[config.mk]
export PLATFORM = sky130hd
export DESIGN_NAME = dsg_ctrl
export DESIGN_NICKNAME = d
export VERILOG_FILES = /design/src/rtl/dsg_pkg.sv /design/src/rtl/dsg_sync.sv /design/src/rtl/dsg_regs.sv /design/src/rtl/dsg_seq.sv /design/src/rtl/dsg_ctrl.sv
export SDC_FILE = /design/constraint.sdc
export NUM_CORES = 1
export LEC_CHECK = 0
export ABC_AREA = 1
export CAP_MARGIN = 5
export CORE_MARGIN = 1.5
export CORE_UTILIZATION = 57
export DETAILED_ROUTE_END_ITERATION = 8
export PLACE_DENSITY_LB_ADDON = 0.1
export SYNTH_ARGS = -nofsm -noshare
export SYNTH_HDL_FRONTEND = slang
export SYNTH_SLANG_ARGS = --single-unit
[constraint.sdc]
create_clock -name osc_clk -period 5.8 [get_ports osc_clk]
set_input_delay 1.16 -clock osc_clk [delete_from_list [all_inputs] [get_ports osc_clk]]
set_output_delay 1.16 -clock osc_clk [all_outputs]
set_load 0.02 [all_outputs]
[src/rtl/dsg_pkg.sv]
package dsg_pkg;

  typedef enum logic [1:0] {
    S_RUN  = 2'd0,
    S_CNT  = 2'd1,
    S_STBY = 2'd2,
    S_DEEP = 2'd3
  } dsg_state_e;

  // timeout limit: captured delay plus fixed margin, one bit wider
  function automatic logic [32:0] tmo_limit(input logic [31:0] dly,
                                            input logic [31:0] margin);
    return {1'b0, dly} + {1'b0, margin};
  endfunction

  function automatic logic rise(input logic now_v, input logic prev_v);
    return now_v & ~prev_v;
  endfunction

endpackage

[src/rtl/dsg_sync.sv]
module dsg_sync #(
  parameter int STAGES = 2
) (
  input  logic clk,
  input  logic rst_n,
  input  logic d,
  output logic q
);
  logic [STAGES-1:0] sr;

  always_ff @(posedge clk or negedge rst_n) begin
    if (!rst_n) sr <= '0;
    else        sr <= {sr[STAGES-2:0], d};
  end

  assign q = sr[STAGES-1];
endmodule

[src/rtl/dsg_regs.sv]
module dsg_regs #(
  parameter int                     ADDR_W   = 12,
  parameter int                     CNT_W    = 16,
  parameter logic [ADDR_W-1:0]      CTRL_OFS = 12'h324,
  parameter logic [ADDR_W-1:0]      STAT_OFS = 12'h328,
  parameter logic [CNT_W-1:0]       DLY_RST  = 16
) (
  input  logic              clk,
  input  logic              rst_n,
  input  logic              we,
  input  logic [ADDR_W-1:0] addr,
  input  logic [31:0]       wdata,
  output logic [31:0]       rdata,
  input  logic              st_done,
  input  logic              st_tmo,
  input  logic              st_asleep,
  input  logic              st_gated,
  output logic              deep_sel,
  output logic [CNT_W-1:0]  delay
);
  logic unused_wbits;
  assign unused_wbits = ^wdata[31:CNT_W+1];

  always_ff @(posedge clk or negedge rst_n) begin
    if (!rst_n) begin
      deep_sel <= 1'b0;
      delay    <= DLY_RST;
    end else if (we && addr == CTRL_OFS) begin
      deep_sel <= wdata[0];
      delay    <= wdata[CNT_W:1];
    end
  end

  always_comb begin
    rdata = '0;
    if (addr == CTRL_OFS)      rdata = 32'({delay, deep_sel});
    else if (addr == STAT_OFS) rdata = 32'({st_gated, st_asleep, st_tmo, st_done});
  end
endmodule

[src/rtl/dsg_seq.sv]
module dsg_seq
  import dsg_pkg::*;
#(
  parameter int               CNT_W  = 16,
  parameter logic [CNT_W-1:0] MARGIN = 8
) (
  input  logic             clk,
  input  logic             rst_n,
  input  logic             req_s,
  input  logic             wake_s,
  input  logic             deep_sel,
  input  logic [CNT_W-1:0] delay,
  output logic             osc_en,
  output logic             done,
  output logic             tmo,
  output logic             asleep,
  output logic             gated,
  output logic             counting,
  output logic             tmo_fire
);
  localparam int TW = CNT_W + 1;

  dsg_state_e       state;
  logic             req_p;
  logic [CNT_W-1:0] cnt;
  logic [TW-1:0]    tq;
  logic [CNT_W-1:0] dly_q;
  logic             mode_q;
  logic [TW-1:0]    lim;
  logic             start, hit;

  assign lim      = TW'(tmo_limit(32'(dly_q), 32'(MARGIN)));
  assign start    = (state == S_RUN) && rise(req_s, req_p);
  assign counting = (state == S_CNT);
  assign hit      = counting && (cnt == dly_q);
  assign tmo_fire = counting && !hit && (tq == lim);
  assign asleep   = (state == S_STBY) || (state == S_DEEP);
  assign gated    = (state == S_DEEP);

  always_ff @(posedge clk or negedge rst_n) begin
    if (!rst_n) begin
      state  <= S_RUN;
      req_p  <= 1'b0;
      cnt    <= '0;
      tq     <= '0;
      dly_q  <= '0;
      mode_q <= 1'b0;
      done   <= 1'b0;
      tmo    <= 1'b0;
      osc_en <= 1'b1;
    end else begin
      req_p <= req_s;
      unique case (state)
        S_RUN: begin
          if (start) begin
            state  <= S_CNT;
            cnt    <= '0;
            tq     <= '0;
            dly_q  <= delay;
            mode_q <= deep_sel;
            tmo    <= 1'b0;
          end
        end
        S_CNT: begin
          tq <= tq + 1'b1;
          if (hit) begin
            done   <= 1'b1;
            state  <= mode_q ? S_DEEP : S_STBY;
            osc_en <= ~mode_q;
          end else if (tmo_fire) begin
            tmo   <= 1'b1;
            state <= S_RUN;
          end else if (req_s) begin
            cnt <= cnt + 1'b1;
          end
        end
        S_STBY, S_DEEP: begin
          if (wake_s) begin
            done   <= 1'b0;
            cnt    <= '0;
            tq     <= '0;
            osc_en <= 1'b1;
            state  <= S_RUN;
          end
        end
        default: state <= S_RUN;
      endcase
    end
  end
endmodule

[src/rtl/dsg_ctrl.sv]
module dsg_ctrl #(
  parameter int                ADDR_W   = 12,
  parameter int                CNT_W    = 16,
  parameter int                SYNC_N   = 2,
  parameter logic [CNT_W-1:0]  MARGIN   = 8,
  parameter logic [CNT_W-1:0]  DLY_RST  = 16,
  parameter logic [ADDR_W-1:0] CTRL_OFS = 12'h324,
  parameter logic [ADDR_W-1:0] STAT_OFS = 12'h328
) (
  input  logic              osc_clk,
  input  logic              rst_n,
  input  logic              reg_we,
  input  logic [ADDR_W-1:0] reg_addr,
  input  logic [31:0]       reg_wdata,
  output logic [31:0]       reg_rdata,
  input  logic              sleep_req_i,
  input  logic              wake_i,
  output logic              osc_en_o,
  output logic              asleep_o
);
  logic             req_s_w, wake_s_w;
  logic             deep_sel_w;
  logic [CNT_W-1:0] delay_w;
  logic             done_w, tmo_w, asleep_w, gated_w, counting_w, tmo_fire_w;

  dsg_sync #(.STAGES(SYNC_N)) u_req_sync (
    .clk(osc_clk), .rst_n(rst_n), .d(sleep_req_i), .q(req_s_w));

  dsg_sync #(.STAGES(SYNC_N)) u_wake_sync (
    .clk(osc_clk), .rst_n(rst_n), .d(wake_i), .q(wake_s_w));

  dsg_regs #(
    .ADDR_W(ADDR_W), .CNT_W(CNT_W), .CTRL_OFS(CTRL_OFS),
    .STAT_OFS(STAT_OFS), .DLY_RST(DLY_RST)
  ) u_regs (
    .clk(osc_clk), .rst_n(rst_n), .we(reg_we), .addr(reg_addr),
    .wdata(reg_wdata), .rdata(reg_rdata), .st_done(done_w), .st_tmo(tmo_w),
    .st_asleep(asleep_w), .st_gated(gated_w), .deep_sel(deep_sel_w),
    .delay(delay_w));

  dsg_seq #(.CNT_W(CNT_W), .MARGIN(MARGIN)) u_seq (
    .clk(osc_clk), .rst_n(rst_n), .req_s(req_s_w), .wake_s(wake_s_w),
    .deep_sel(deep_sel_w), .delay(delay_w), .osc_en(osc_en_o),
    .done(done_w), .tmo(tmo_w), .asleep(asleep_w), .gated(gated_w),
    .counting(counting_w), .tmo_fire(tmo_fire_w));

  assign asleep_o = asleep_w;
endmodule

After elaboration in Yosys (flattened, before gate mapping)
Cells that the tools add are included.
{ "classes": {"add_sub_neg": 3, "n_eq_ne": 15, "muxes": 27, "bitwise_logic": 3, "n_reduce_logical": 17} }
{ "op_table": {"columns": ["op", "count"], "rows": [
  ["$mux 16", 5],
  ["$pmux 17 s3", 1],
  ["$pmux 16 s3", 1],
  ["$mux 17", 2],
  ["$mux 32", 1],
  ["$eq 12x10->1 const B", 2],
  ["$add 16x4->17 const B", 1],
  ["$add 17x1->17 const B", 1],
  ["$eq 17x17->1", 1],
  ["$add 16x1->16 const B", 1],
  ["$eq 16x16->1", 1],
  ["$ne 2x2->1 const B", 6],
  ["$mux 1", 8],
  ["$mux 2", 4],
  ["$pmux 1 s2", 3],
  ["$pmux 2 s3", 1],
  ["$reduce_and 3->1", 2],
  ["$logic_and 1x1->1", 5],
  ["$reduce_and 5->1", 1],
  ["$eq 2x2->1 const B", 2],
  ["$mux 4", 1],
  ["$reduce_and 2->1", 2],
  ["$reduce_and 4->1", 1],
  ["$reduce_bool 2->1", 2],
  ["other kinds (9)", 10]
]} }
{ "totals": {"ff_bits": 77, "input_bits": 49, "out_inout_bits": 34, "word_cells": 78} }

Depth between registers and ports, before layout
{ "depth": {"word_depth": 8, "mapped_depth": 16, "mapped_depth_nobuf": 15} }

Hierarchy
From an unflattened synthesis, not the netlist that was laid out.
{ "unflattened": {"hier_cells": 704, "area_unflattened_um2": 5058.6} }
{ "by_module_without_submodules": {"columns": ["module", "n_inst", "cells_per_inst", "area_each_um2", "seq_area_each_um2"], "rows": [
  ["dsg_seq", 1, 551, 3883.7, 1402.6],
  ["dsg_regs", 1, 149, 1074.8, 426.7],
  ["dsg_sync", 2, 2, 50.0, 50.0]
]} }

Worst setup path before layout
No wires, ideal clock.
{ "synth_timing": {"path_type": "in2out", "startpoint": "input port reg_addr[11]", "endpoint": "output port reg_rdata[10]", "arrival_ns": 2.429, "required_time_ns": 4.640, "setup_slack_ns": 2.211, "cell_stages": 6, "path_buffers": 1, "cell_sequence": "nor2_1 -> nand3_1 -> nor4_1 -> nand2_1 -> clkbuf_1 -> nor2_1"} }
{ "synth_via": {"elab_chain_cells": 2} }
{ "synth_rtl": {"columns": ["element", "line", "source"], "rows": [
  ["start: declaration", "dsg_ctrl.sv:13", "input logic [ADDR_W-1:0] reg_addr,"],
  ["$eq 12x10->1", "dsg_regs.sv:36", "if (addr == CTRL_OFS) rdata = 32'({delay, deep_sel});"],
  ["$mux 32", "dsg_regs.sv:36", null],
  ["end: declaration", "dsg_ctrl.sv:15", "output logic [31:0] reg_rdata,"]
]} }
Every way passes these cells.

Final worst setup path
{ "layout_timing": {"startpoint": "input port reg_addr[11]", "endpoint": "output port reg_rdata[2]"} }
{ "layout_via": {"elab_chain_cells": 3, "word_cells_on_any_way": 4, "classes_between": "eq/ne (2); mux (2)"} }
{ "layout_rtl": {"columns": ["element", "line", "source"], "rows": [
  ["$eq 12x10->1", "dsg_regs.sv:37", "else if (addr == STAT_OFS) rdata = 32'({st_gated, st_asleep, st_tmo, st_done});"],
  ["$mux 4", "dsg_regs.sv:37", null],
  ["$mux 32 *", "dsg_regs.sv:36", null]
]} }
Every way passes the cells marked *; elsewhere a longest branch is shown, timed or not.

==> reports/qor_table.md <==
| Item | This run | Unit |
|:---|:---|:---|
| Sequential-to-total area share from yosys stat | 0.4190 | - |
| Count of clock tree sinks | 77 | - |
| Leading area contributor after synthesis | sky130_fd_sc_hd__dfrtp_1 | - |
| Portion of synthesized cell area occupied by the leading cell type | 0.4076 | - |
| Final period util | 0.8230 | - |
| DIE WIDTH | 92.88 | um |
| Nature of the critical path endpoint | primary output | - |
| Clock network latency to the later pin of the worst-skew pair | 0.36 | ns |
| Required @ worst endpoint | 4.64 | ns |
| Number of global-route vias before repair | 3,996 | - |
| Yosys synthesis warning count | 0 | - |
| Max Clock Skew | 0.01188 | ns |
| Period minus WS final | 4.774 | ns |
| Placed cell count | 770 | - |
| Rows | 32 | - |
| Count of state elements after synthesis | 77 | - |
| CTS buffer count | 9 | - |
| Setup Buffers After CTS | 0 | - |
| First-pass iteration count of the detailed router | 5 | - |
| Design Area, Final | 0.005290 | mm^2 |
| Effective utilization at floorplan | 0.5928 | - |
| Leakage power total | 2.583 | nW |
| Worst min-delay path category | flip-flop to flip-flop | - |
| Distinct cell type count after synthesis | 37 | - |
| Most common cell after layout, fill and taps aside | sky130_fd_sc_hd__nand2_1 | - |
| Max_slew headroom | 0.2669 | - |
| Worst Setup SP | reg_addr[11] | - |
| Peak clock frequency supported by timing | 209.5 | MHz |
| CTS root buffer | sky130_fd_sc_hd__clkbuf_8 | - |
| Pin count of the biggest net entering global routing | 78 | - |
| Port buffer count | 52 | - |
| Final max-slew violation count | 0 | - |
| Global-route congestion overflow total | 0 | - |
| Data arrival time at the worst-slack endpoint | 3.61 | ns |
| Hold path startpoint | u_req_sync.sr[0] | - |
| GP Congestion | 0.8997 | - |
| Predominant post-synthesis flop cell | sky130_fd_sc_hd__dfrtp_1 | - |
| Vias per inst | 5.263 | - |
| Iteration-0 DRC Markers | 272 | - |
| Top area cells in the synthesized netlist | sky130_fd_sc_hd__dfrtp_1, sky130_fd_sc_hd__nand2_1, sky130_fd_sc_hd__nor2_1, sky130_fd_sc_hd__nand3_1, sky130_fd_sc_hd__inv_1 | - |
| Total Negative Setup Slacks | 0 | ns |
| Post-synthesis average cell area | 7.228 | um^2 |
| Worst setup path class | input pin to primary output | - |
| Final Hold Vio Count | 0 | - |
| Diodes inserted | 0 | - |
| Number of instances resized during post-cts repair | 0 | - |
| Least-Margin Pin Slew | 1.097 | ns |
| Final count of negative-setup-slack endpoints | 0 | - |
| Htree depth | 3 | - |
| Setup repair after global routing missed its margin | no | - |
| Worst path slowest cell | sky130_fd_sc_hd__clkdlybuf4s50_1 | - |
| Placeable core region | 0.007767 | mm^2 |
| Final worst-path setup slack | 1.026 | ns |
| Origin of the critical flop-to-flop path | u_seq.state[1] | - |
| CTS tree | yes | - |
| Biggest fanout along the worst timing path | 17 | - |
| Worst-path clk slew | 0.08 | ns |
| Vertical die dimension | 92.88 | um |
| IO Count | 83 | - |
| Max capacitance violation total | 0 | - |
| # hold bufs at CTS | 0 | - |
| Layout cell share with drive strength beyond 1 | 0.04971 | - |
| Area of the mapped netlist | 0.004604 | mm^2 |
| Antenna violations before repair | 0 | - |
| Number of vias after detailed routing | 4,137 | - |
| Placed instance area | 0.005095 | mm^2 |
| Final Net Count | 731 | - |
| Worst setup slack after placement | 1.028 | ns |
| Outcome | complete, no violations | - |
| Post-detailed-routing wire length | 10,590 | um |
| Buffers plus inverters on the worst setup path | 2 | - |
| Cell Chain, Critical Path | clkdlybuf4s50_1 > nor2_1 > nand3_1 > nor4_1 > nand2_1 > o21ai_0 > clkdlybuf4s50_1 | - |
| VDD IR-drop max | 0.1651 | mV |
| Critical Path Source Type | input pin | - |
| Count of flip-flops with a built-in enable after synthesis | 0 | - |
| Cell mode on critical path | sky130_fd_sc_hd__clkdlybuf4s50_1 | - |
| Biggest cell delay along the critical path | 0.65 | ns |
| Ratio of total power to cell area | 341.6 | mW/mm^2 |
| Total Routing Usage GR | 0.2713 | - |
| Number of standard cells in the final layout excluding fillers | 786 | - |
| Commonest cells after routing, fill and taps aside | sky130_fd_sc_hd__nand2_1, sky130_fd_sc_hd__nor2_1, sky130_fd_sc_hd__dfrtp_1 | - |
| CP delay by family, top | simple AND/OR/NAND/NOR gates | - |
| Global-route wire length before repair | 18,310 | um |
| Count of unresolved DRC violations after routing | 0 | - |
| Instance count of the mapped netlist | 637 | - |
| HPWL after DPL | 7740 | um |
| Layout overhead on the synthesized area | 14.89 | % |
| Mean routed wirelength per cell | 13.47 | um |
| Maximum number of buffers from clock root to sink | 2 | - |
| Asr flop ratio synth | 1.000 | - |
| Overall die area | 0.008626 | mm^2 |
| Antenna-violating nets left | 0 | - |
| Final worst hold slack | 0.3511 | ns |
-- metal layers --
metal / up-vias / GRT usage / wire [um]
met2: 127 / 0.4386 / 4891
met1: 1915 / 0.3565 / 4938
met3: 20 / 0.05337 / 558
met5: - / 0 / 0
li1: 2075 / - / -
met4: 0 / 0.1098 / 202
-- worst register-to-register path: stages, from the launching register on --
cell and delay [ns]:
sky130_fd_sc_hd__dfrtp_1 0.45, sky130_fd_sc_hd__nor2_2 0.24, sky130_fd_sc_hd__clkinv_1 0.53, sky130_fd_sc_hd__a21oi_2 0.53, sky130_fd_sc_hd__nand4_4 0.33, sky130_fd_sc_hd__nand2_4 0.28, sky130_fd_sc_hd__nand2_1 0.09, sky130_fd_sc_hd__nand2_1 0.08
-- layout make-up --
class | count | area (um^2)
clock buffers | 13 | 148.9
clock inverters | 3 | 46.29
fillers | 681 | 2477
inverters | 77 | 289.0
multi-input cells | 462 | 2231
flip-flops and latches | 77 | 1929
well taps | 102 | 127.6
repair buffers | 52 | 518.0
-- where the power goes --
group | internal (W) | leakage [nW] | switching (W)
combinational | 0.000223 | 1.57 | 0.000387
sequential | 0.000622 | 0.922 | 0.000159
clock | 0.000212 | 0.0938 | 0.000204
total | 0.00106 | 2.58 | 0.000750
-- per-stage QoR --
step | utilization | total power [W]
2_1_floorplan | - | 0.001235
3_3_place_gp | 0.6559 | 0.001370
3_5_place_dp | 0.6559 | 0.001395
4_1_cts | 0.6811 | 0.001812
5_1_grt | 0.6811 | 0.001952
6_report | 0.6811 | 0.001807
-- final timing paths --
check | end | slack, ns | cells after the start
worst max-delay path | reg_rdata[2] | 1.03 | 7
worst min-delay path | u_req_sync.sr[1] | 0.35 | 0
worst max register to register | u_seq.cnt[2] | 3.23 | 7
worst min register to register | u_req_sync.sr[1] | 0.35 | 0
max in group asynchronous | u_req_sync.sr[1] | 4.22 | 1
min in group asynchronous | u_seq.tq[13] | 0.94 | 1
-- flip-flops by register name, indices dropped and copies added (netlist names) --
| signal | flops |
|---|---|
| u_seq.done | 1 |
| u_req_sync.sr | 2 |
| u_seq.state | 2 |
| u_seq.cnt | 16 |
| u_seq.mode_q | 1 |
| u_seq.dly_q | 16 |
| u_regs.deep_sel | 1 |
| u_wake_sync.sr | 2 |
| u_seq.osc_en | 1 |
| u_seq.tmo | 1 |
| u_regs.delay | 16 |
| u_seq.req_p | 1 |
| u_seq.tq | 17 |
-- synth_stat cells, drive strengths merged (3+ instances only) --
cell type and number:
dfrtp 75, buf 23, nand2 162, nand3 51, xnor2 11, nor2 93, nand4 13, nor4 6
o21ai 33, a21oi 31, nor3 8, o22ai 4, ha 3, clkbuf 12, inv 75, xor2 24
-- cells by family (layout without fill, tap and decap cells) --
group | after synthesis | count (layout) | share of synthesized area
flip-flops | 77 | 77 | 0.4190
other | 1 | 15 | 0.0008144
buffers and inverters | 112 | 145 | 0.1079
AO/OA/AOI/OAI | 73 | 73 | 0.08506
adder cells (fa/ha/maj) | 3 | 3 | 0.008153
AND/OR/NAND/NOR | 336 | 336 | 0.3125
XOR/XNOR | 35 | 35 | 0.06658
No activity file was read; power rests on OpenSTA's default activity.
